## config.mk

```make
export PLATFORM = sky130hd
export DESIGN_NAME = exc_escalate_ctrl
export DESIGN_NICKNAME = d
export VERILOG_FILES = /design/src/rtl/exc_pkg.sv /design/src/rtl/exc_classify.sv /design/src/rtl/exc_wake_arb.sv /design/src/rtl/exc_nest_fsm.sv /design/src/rtl/exc_escalate_ctrl.sv
export SDC_FILE = /design/constraint.sdc
export NUM_CORES = 1
export LEC_CHECK = 0
export CAP_MARGIN = 0
export CORE_ASPECT_RATIO = 1.25
export CORE_MARGIN = 10
export CORE_UTILIZATION = 38
export DETAILED_ROUTE_END_ITERATION = 8
export PLACE_DENSITY = 0.79
export SYNTH_ARGS = -nofsm -noshare
export SYNTH_HDL_FRONTEND = slang
export SYNTH_HIERARCHICAL = 1
export SYNTH_SLANG_ARGS = --single-unit
export TNS_END_PERCENT = 10
```

## constraint.sdc

```tcl
create_clock -name clk -period 1.7 [get_ports clk]
set_clock_uncertainty 0.15 [all_clocks]
set_input_delay 0.255 -clock clk [delete_from_list [all_inputs] [get_ports clk]]
set_output_delay 0.255 -clock clk [all_outputs]
set_load 0.01 [all_outputs]
```

## src/rtl/exc_pkg.sv

```systemverilog
package exc_pkg;

  typedef enum logic [1:0] {
    CLS_BENIGN  = 2'd0,
    CLS_CONTRIB = 2'd1,
    CLS_PAGE    = 2'd2
  } exc_cls_e;

  typedef enum logic [2:0] {
    NS_IDLE    = 3'd0,
    NS_BENIGN  = 3'd1,
    NS_CONTRIB = 3'd2,
    NS_PAGE    = 3'd3,
    NS_DOUBLE  = 3'd4,
    NS_HALT    = 3'd5
  } nest_e;

  localparam int unsigned WAKE_N  = 4;
  localparam int unsigned WK_NMI  = 0;
  localparam int unsigned WK_SMI  = 1;
  localparam int unsigned WK_INIT = 2;
  localparam int unsigned WK_RST  = 3;

  function automatic nest_e cls_to_state(input exc_cls_e c);
    case (c)
      CLS_CONTRIB: cls_to_state = NS_CONTRIB;
      CLS_PAGE:    cls_to_state = NS_PAGE;
      default:     cls_to_state = NS_BENIGN;
    endcase
  endfunction

endpackage

```

## src/rtl/exc_classify.sv

```systemverilog
module exc_classify
  import exc_pkg::*;
#(
  parameter int unsigned VEC_W      = 8,
  parameter int unsigned DE_VEC     = 0,
  parameter int unsigned CONTRIB_LO = 10,
  parameter int unsigned CONTRIB_HI = 13,
  parameter int unsigned PF_VEC     = 14
) (
  input  logic [VEC_W-1:0] vec,
  input  logic             ext,
  output exc_cls_e         cls
);

  localparam logic [VEC_W-1:0] DE_V = VEC_W'(DE_VEC);
  localparam logic [VEC_W-1:0] LO_V = VEC_W'(CONTRIB_LO);
  localparam logic [VEC_W-1:0] HI_V = VEC_W'(CONTRIB_HI);
  localparam logic [VEC_W-1:0] PF_V = VEC_W'(PF_VEC);

  always_comb begin
    if (ext) begin
      cls = CLS_BENIGN;
    end else if (vec == DE_V || (vec >= LO_V && vec <= HI_V)) begin
      cls = CLS_CONTRIB;
    end else if (vec == PF_V) begin
      cls = CLS_PAGE;
    end else begin
      cls = CLS_BENIGN;
    end
  end

endmodule

```

## src/rtl/exc_wake_arb.sv

```systemverilog
module exc_wake_arb
  import exc_pkg::*;
(
  input  logic [WAKE_N-1:0] req,
  input  logic              reset_only,
  output logic [WAKE_N-1:0] grant
);

  logic [WAKE_N-1:0] eligible;

  always_comb begin
    eligible = req;
    if (reset_only) begin
      eligible = req & (WAKE_N'(1) << WK_RST);
    end
  end

  // highest index wins: reset, init, smi, nmi
  always_comb begin
    grant = '0;
    for (int i = WAKE_N - 1; i >= 0; i--) begin
      if (eligible[i] && grant == '0) begin
        grant[i] = 1'b1;
      end
    end
  end

endmodule

```

## src/rtl/exc_nest_fsm.sv

```systemverilog
module exc_nest_fsm
  import exc_pkg::*;
#(
  parameter int unsigned VEC_W  = 8,
  parameter int unsigned DF_VEC = 8
) (
  input  logic              clk,
  input  logic              rst_n,
  input  logic              evt_valid,
  input  logic [VEC_W-1:0]  evt_vector,
  input  exc_cls_e          evt_cls,
  input  logic              dispatch_busy,
  input  logic              dispatch_done,
  input  logic              nmi_ctx,
  input  logic              wake_reset,
  input  logic [WAKE_N-1:0] grant_in,
  output logic              reset_only,
  output logic              deliver_valid,
  output logic [VEC_W-1:0]  deliver_vector,
  output logic              err_valid,
  output logic              shutdown,
  output logic              shutdown_msg,
  output logic [WAKE_N-1:0] wake_grant
);

  localparam logic [VEC_W-1:0] DF_V = VEC_W'(DF_VEC);

  nest_e             st_q, st_d, base;
  logic              lock_q, lock_d;
  logic              dv_q, dv_d;
  logic [VEC_W-1:0]  vec_q, vec_d;
  logic              ev_q, ev_d;
  logic              msg_q, msg_d;
  logic [WAKE_N-1:0] grant_q, grant_d;
  logic              nested;
  logic              escalate;

  always_comb begin
    st_d     = st_q;
    lock_d   = lock_q;
    dv_d     = 1'b0;
    vec_d    = vec_q;
    ev_d     = 1'b0;
    msg_d    = 1'b0;
    grant_d  = '0;
    base     = (dispatch_done) ? NS_IDLE : st_q;
    nested   = (base != NS_IDLE) && dispatch_busy;
    escalate = nested &&
               (((base == NS_CONTRIB) && (evt_cls == CLS_CONTRIB)) ||
                ((base == NS_PAGE) && (evt_cls != CLS_BENIGN)));
    if (wake_reset) begin
      st_d   = NS_IDLE;
      lock_d = 1'b0;
      vec_d  = '0;
      if (st_q == NS_HALT) begin
        grant_d = grant_in;
      end
    end else if (st_q == NS_HALT) begin
      if (|grant_in) begin
        st_d    = NS_IDLE;
        lock_d  = 1'b0;
        grant_d = grant_in;
      end
    end else begin
      st_d = base;
      if (evt_valid) begin
        if (nested && (base == NS_DOUBLE)) begin
          st_d   = NS_HALT;
          msg_d  = 1'b1;
          lock_d = nmi_ctx;
        end else if (escalate) begin
          st_d  = NS_DOUBLE;
          dv_d  = 1'b1;
          vec_d = DF_V;
          ev_d  = 1'b1;
        end else begin
          st_d  = cls_to_state(evt_cls);
          dv_d  = 1'b1;
          vec_d = evt_vector;
        end
      end
    end
  end

  always_ff @(posedge clk or negedge rst_n) begin
    if (!rst_n) begin
      st_q    <= NS_IDLE;
      lock_q  <= 1'b0;
      dv_q    <= 1'b0;
      vec_q   <= '0;
      ev_q    <= 1'b0;
      msg_q   <= 1'b0;
      grant_q <= '0;
    end else begin
      st_q    <= st_d;
      lock_q  <= lock_d;
      dv_q    <= dv_d;
      ev_q    <= ev_d;
      msg_q   <= msg_d;
      grant_q <= grant_d;
      if (dv_d || wake_reset) begin
        vec_q <= vec_d;
      end
    end
  end

  assign reset_only     = lock_q;
  assign deliver_valid  = dv_q;
  assign deliver_vector = vec_q;
  assign err_valid      = ev_q;
  assign shutdown       = (st_q == NS_HALT);
  assign shutdown_msg   = msg_q;
  assign wake_grant     = grant_q;

endmodule

```

## src/rtl/exc_escalate_ctrl.sv

```systemverilog
module exc_escalate_ctrl
  import exc_pkg::*;
#(
  parameter int unsigned VEC_W  = 8,
  parameter int unsigned ERR_W  = 32,
  parameter int unsigned DF_VEC = 8
) (
  input  logic              clk,
  input  logic              rst_n,
  input  logic              evt_valid,
  input  logic [VEC_W-1:0]  evt_vector,
  input  logic              evt_ext,
  input  logic              dispatch_busy,
  input  logic              dispatch_done,
  input  logic              nmi_ctx,
  input  logic              wake_nmi,
  input  logic              wake_smi,
  input  logic              wake_init,
  input  logic              wake_reset,
  output logic              deliver_valid,
  output logic [VEC_W-1:0]  deliver_vector,
  output logic              err_valid,
  output logic [ERR_W-1:0]  err_code,
  output logic              shutdown,
  output logic              shutdown_msg,
  output logic [3:0]        wake_grant
);

  exc_cls_e          cls;
  logic [WAKE_N-1:0] wake_req;
  logic [WAKE_N-1:0] grant_c;
  logic              reset_only;

  always_comb begin
    wake_req          = '0;
    wake_req[WK_NMI]  = wake_nmi;
    wake_req[WK_SMI]  = wake_smi;
    wake_req[WK_INIT] = wake_init;
    wake_req[WK_RST]  = wake_reset;
  end

  exc_classify #(.VEC_W(VEC_W)) i_classify (
    .vec (evt_vector),
    .ext (evt_ext),
    .cls (cls)
  );

  exc_wake_arb i_wake_arb (
    .req        (wake_req),
    .reset_only (reset_only),
    .grant      (grant_c)
  );

  exc_nest_fsm #(.VEC_W(VEC_W), .DF_VEC(DF_VEC)) i_nest_fsm (
    .clk            (clk),
    .rst_n          (rst_n),
    .evt_valid      (evt_valid),
    .evt_vector     (evt_vector),
    .evt_cls        (cls),
    .dispatch_busy  (dispatch_busy),
    .dispatch_done  (dispatch_done),
    .nmi_ctx        (nmi_ctx),
    .wake_reset     (wake_reset),
    .grant_in       (grant_c),
    .reset_only     (reset_only),
    .deliver_valid  (deliver_valid),
    .deliver_vector (deliver_vector),
    .err_valid      (err_valid),
    .shutdown       (shutdown),
    .shutdown_msg   (shutdown_msg),
    .wake_grant     (wake_grant)
  );

  // the double fault is the only code source in this block and it is zero
  assign err_code = '0;

endmodule

```

; ---- Yosys cells after proc, flatten, opt, wreduce, memory -nomap -nowiden
; Index checks and enable logic that the tools add are counted.
[totals]
inputBits = 19
out_inout_bits = 48
ff_bits = 19
[op_classes]
eq_ne = 10
n_lt_le_gt_ge = 2
reduce_logical = 23
muxes = 43
bitwise = 1
[op_table]
columns = operator, n
row1 = 8-bit two-way mux, 5
row2 = 3-bit two-way mux, 8
row3 = 1-bit two-way mux, 22
row4 = 4-bit two-way mux, 4
row5 = 1-bit logical AND, 9
row6 = 3-bit nonzero test, 3
row7 = 8-bit by 4-bit equality test with 1-bit output (second input constant), 1
row8 = 8-bit by 4-bit >= comparator with 1-bit output (second input constant), 1
row9 = 8-bit by 4-bit less-or-equal comparator with 1-bit output (second input constant), 1
row10 = 8-bit zero test, 1
row11 = 3-bit by 2-bit equality test with 1-bit output (second input constant), 2
row12 = 3-bit equality test (second input constant), 2
row13 = 2-bit two-way mux, 3
row14 = 2-bit inequality test (second input constant), 2
row15 = 2-bit case mux with 2 select lines, 1
row16 = 4-bit AND reduction, 1
row17 = 2-bit nonzero test, 2
row18 = 4-bit OR reduction, 1
row19 = 3-bit zero test, 1
row20 = 1-bit logical OR, 3
row21 = 3-bit by 2-bit inequality test with 1-bit output (second input constant), 1
row22 = 3-bit AND reduction, 1
row23 = 2-bit by 1-bit equality test with 1-bit output (second input constant), 1
row24 = 2-bit equality test (second input constant), 1
row25 = 2 further kinds, 2

; ---- Longest topological paths before layout
[logic_depth]
word_depth = 14
mapped_depth = 9

; ---- Cells and area by module
; Netlist, hierarchy kept.
[modules_own_cells]
columns = module, cells_per_inst, area_per_inst_um2, n_inst
row1 = exc_nest_fsm, 67, 849.6, 1
row2 = exc_escalate_ctrl, 33, 244.0, 1
row3 = exc_classify, 9, 56.3, 1
row4 = exc_wake_arb, 5, 48.8, 1

; ---- Worst setup path before layout
; No wires, ideal clock.
[synth_timing]
path_kind = input to register
from = in evt_vector[3]
to = reg i_nest_fsm.vec_q[0] (netlist: i_nest_fsm/deliver_vector[0])
setup_ns = 0.121
arrival_ns = 1.686
slack_ns = -0.257
required_time_ns = 1.429
path_stages = 8
path_cell_list = nor3_2 -> a211oi_1 -> a211oi_1 -> inv_1 -> ha_1 -> a211oi_4 -> nor2_4 -> a22o_1
[synth_between]
elab_chain_cells = 14
word_cells_on_any_way = 20
[synth_rtl]
columns = item, line_no
row1 = from (decl), exc_escalate_ctrl.sv:11  ; input logic [VEC_W-1:0] evt_vector,
row2 = 8-bit by 4-bit >= comparator with 1-bit output or 8-bit by 4-bit less-or-equal comparator with 1-bit output (tied branches), exc_classify.sv:23  ; end else if (vec == DE_V || (vec >= LO_V && vec <= HI_V)) begin
row3 = 1-bit logical AND, exc_classify.sv:23
row4 = 1-bit logical OR *, exc_classify.sv:23
row5 = 2-bit two-way mux *, exc_classify.sv:23
row6 = 2-bit two-way mux *, exc_classify.sv:21  ; if (ext) begin
row7 = via cls[0], exc_escalate_ctrl.sv:29  ; exc_cls_e cls;
row8 = 2-bit by 1-bit equality test with 1-bit output or 2-bit nonzero test (tied branches), "exc_nest_fsm.sv:49, exc_nest_fsm.sv:50"
row9 = "1-bit logical AND, on equally long branches", "exc_nest_fsm.sv:49, exc_nest_fsm.sv:50"
row10 = 1-bit logical OR *, exc_nest_fsm.sv:49  ; (((base == NS_CONTRIB) && (evt_cls == CLS_CONTRIB)) ||
row11 = 1-bit logical AND *, exc_nest_fsm.sv:48  ; escalate = nested &&
row12 = 8-bit two-way mux *, exc_nest_fsm.sv:71  ; end else if (escalate) begin
row13 = 8-bit two-way mux *, exc_nest_fsm.sv:67  ; if (nested && (base == NS_DOUBLE)) begin
row14 = 8-bit two-way mux *, exc_nest_fsm.sv:66  ; if (evt_valid) begin
row15 = 8-bit two-way mux *, exc_nest_fsm.sv:58  ; end else if (st_q == NS_HALT) begin
row16 = 8-bit two-way mux *, exc_nest_fsm.sv:51  ; if (wake_reset) begin
row17 = to (signal assigned), exc_nest_fsm.sv:102  ; vec_q <= vec_d;
row18 = to (decl), exc_nest_fsm.sv:31  ; logic [VEC_W-1:0] vec_q, vec_d;
; Mark *: on every way through the listed nets, which the timed path passes. The rest lies on a longest branch. The select of a mux whose other input is x is not followed.
; A chain may end at the register's enable or synchronous reset.

; ---- Worst setup path after layout
[layout_timing]
from = in evt_vector[0]
to = reg i_nest_fsm.vec_q[5] (netlist: i_nest_fsm/deliver_vector[5])
; The elaborated chain is that of the path after synthesis.

==> results.json <==
{
  "cp_common_cell": "a211oi_2",
  "path_max_fanout": 8,
  "avgViaCountPerCell": 4.48,
  "end_kind": "register",
  "start_util_pct": 40.3,
  "htreeDepth": 1,
  "p_int_w": 0.000666,
  "r2r-end": "i_nest_fsm/deliver_vector[5]",
  "min_path_type": "in -> reg",
  "syn_to_final_growth_pct": 38.2,
  "ant_nets": 0,
  "synth_enable_flop_cells": 0,
  "cts_sinks": 19,
  "whs_path_depth": 3,
  "drt_pass1_iterations": 3,
  "cap_viol_max_count": 0,
  "place_congestion": 0.773,
  "rsz0062_at_grt": "true",
  "worst_hold_slack_ps": 88.0,
  "grt-ovfl-total": 0,
  "cts_tree": "built",
  "clock_path_buffers": 2,
  "r2r_setup_slack_ps": 0,
  "num_antenna_cells": 0,
  "fin_crit_ps": 1760,
  "setup.worst_path.start_class": "input pin",
  "place_hpwl_um": 2530,
  "ys.flop_type": "dfrtp_1",
  "ios": 67,
  "seq_power_share_pct": 51.4,
  "synth_common_cells": "33 x buf_4, 19 x dfrtp_1, 8 x a22o_1",
  "async_reset_ff_share_pct": 100,
  "synth_seq_area_share_pct": 39.7,
  "post-route-period-util_pct": 103,
  "dieArea_sq_um": 5820,
  "worstSkewPairLatency_ps": 290,
  "dpl_worst_slack_ps": -787,
  "die_w_um": 70.2,
  "netSwitchingFraction_pct": 28.6,
  "ctsRootBufferMaster": "clkbuf_4",
  "violations": "negative setup slack",
  "p_clk_share_pct": 24.3,
  "antenna_found_initial": 0,
  "combPwrFrac_pct": 24.2,
  "r2r.worst_path.cells": 4,
  "yosysMostFrequentCell": "buf_4",
  "vias": 919,
  "drt_iter0_markers": 40,
  "hold_viol": 0,
  "fillers": 258,
  "worstPathRequired_ps": 1740,
  "finish.net_count": 192,
  "power_density_nw_per_um2": 563,
  "port_buffers": 34,
  "hold_path_end": "i_nest_fsm/deliver_vector[3]",
  "leakage_nw": 0.801,
  "r2r-start": "i_nest_fsm/st_q[2]",
  "slowest_stage": "a211oi_4",
  "grt_pass1_wl_um": 4870,
  "track_usage_pct": 10.1,
  "crit_type": "in -> reg",
  "final_max_slew_viol_count": 0,
  "worst_ep_arrival_time_ps": 1800,
  "remaining_drc_errors": 0,
  "path_cells": "buf_6, nor3_4, a211oi_2, a211oi_2, inv_1, ha_2, a211oi_4, nor2_4, a22o_1",
  "synth_cells": 114,
  "grt_pass1_vias": 1063,
  "clkTransAtPathRegs_ps": 100,
  "status": "finished, violations left",
  "min_from": "evt_vector[3]",
  "rows": 22,
  "core_sq_um": 2970,
  "routed_wl_um": 3070,
  "fp.dieH_um": 82.8,
  "drive_gt1_share_pct": 31.4,
  "netlist_top_cells_area": "dfrtp_1 40%, buf_4 21%, a22o_1 5.8%",
  "grt_max_degree": 20,
  "cts_buffers": 3,
  "yosysTopAreaCell": "dfrtp_1",
  "layout_setup_ws_ps": -56.8,
  "switchingPower_w": 0.000267,
  "fmax_mhz": 569,
  "yosys.area.top_type_share_pct": 39.7,
  "setup_viol": 9,
  "peakVddDrop_mv": 0.315,
  "synthesis.area_sq_um": 1200,
  "synth_seq_cells": 19,
  "max_stage_delay_ps": 330,
  "route.detailed.wl_per_inst_um": 15.0,
  "yosys.cell_types.count": 36,
  "avgSynthCellArea_sq_um": 10.5,
  "yosys_warnings": 6
}
[cells by family after synthesis]
family          share of synthesized area [%]
compound gates                           15.6
simple gates                             19.0
other cells                             0.313
flops                                    39.7
buf+inv                                  22.3
fa+ha+maj                                3.13
[placed cells by master (no fill, tap or decap), types with 2 or more instances in the layout]
cell              n
inv_1             4
buf_2             5
dfrtp_1          19
nor2_1            2
ha_1              2
a22o_1            8
nand4bb_1         2
nor3b_1           2
clkbuf_4          3
buf_6             3
clkdlybuf4s50_1  24
nor2b_1           2
nand2b_1          2
and2_1            4
nor2_2            4
a211oi_2          2
conb_1           32
buf_4            19
nand2_1           2
o21ai_1           2
[metrics by stage]
step / TNS [ps] / area, sq um / std cells / total power [W] / util, %
after floorplan: -1060 / 1330 / 145 / 0.000633 / -
after global placement: -8090 / 1600 / 200 / 0.000702 / 53.8
after detailed placement: -9380 / 1600 / 200 / 0.000707 / 53.8
after CTS: -657 / 1640 / 205 / 0.000938 / 55.1
after global routing: -1260 / 1660 / 205 / 0.000990 / 55.7
final: -318 / 1660 / 205 / 0.000933 / 55.7
[critical path: cells and delay by family]
kind	cells	cell delay, ps
buf+inv	2	190
compound gates	4	880
fa+ha+maj	1	190
simple gates	2	280
[per-layer routing]
layer  vias to the layer above  part of all wire (%)  wire, um  GRT usage, %
li1                        446                     -         -             -
met1                       428                    41      1250          10.3
met2                        43                    51      1570          19.0
met3                         2                   6.8       208          2.38
met4                         0                   1.1        34          5.34
met5                         -                     0         0             0
[flip-flops by register name, indices dropped and copies added, names as in the netlist]
register,flops
i_nest_fsm/deliver_valid,1
i_nest_fsm/deliver_vector,8
i_nest_fsm/err_valid,1
i_nest_fsm/reset_only,1
i_nest_fsm/shutdown_msg,1
i_nest_fsm/st_q,3
i_nest_fsm/wake_grant,4
[how the worst max path moves through the flow]
| stage | slack (ps) | cells after the start | startpoint | to |
|---|---|---|---|---|
| after floorplan | -120 | 8 | evt_vector[5] | i_nest_fsm/deliver_vector[0] |
| after global placement | -680 | 9 | evt_vector[5] | i_nest_fsm/deliver_vector[7] |
| after detailed placement | -790 | 9 | evt_vector[5] | i_nest_fsm/deliver_vector[7] |
| after CTS | -90 | 9 | evt_vector[0] | i_nest_fsm/deliver_vector[5] |
| after global routing | -130 | 9 | evt_vector[3] | i_nest_fsm/deliver_vector[5] |
| final | -60 | 9 | evt_vector[0] | i_nest_fsm/deliver_vector[5] |
[cell type report]
cell class | count | area (sq um) | share of cell area (%)
clock buffer | 4 | 26.3 | 1.59
multi-input combinational | 88 | 627 | 37.8
sequential | 19 | 475 | 28.7
timing repair buffer | 53 | 463 | 27.9
tap | 36 | 45.0 | 2.72
inverter | 5 | 20.0 | 1.21
[power groups by stage]
stage / combinational [W] / clock, W / sequential, W
2_1_floorplan: 0.000137 / 0 / 0.000496
3_3_place_gp: 0.000215 / 0 / 0.000487
3_5_place_dp: 0.000219 / 0 / 0.000488
4_1_cts: 0.000222 / 0.000237 / 0.000479
5_1_grt: 0.000247 / 0.000260 / 0.000482
6_report: 0.000226 / 0.000227 / 0.000480
[timing repair]
action                                  CTS  global route
pin swaps                                11             1
endpoints found under the setup margin   13            13
buffers inserted                          1             0
gates cloned                              0             0
gates resized for setup                  47             4
hold buffers                              0             0
Note: power is estimated with default switching activity, not from simulation.
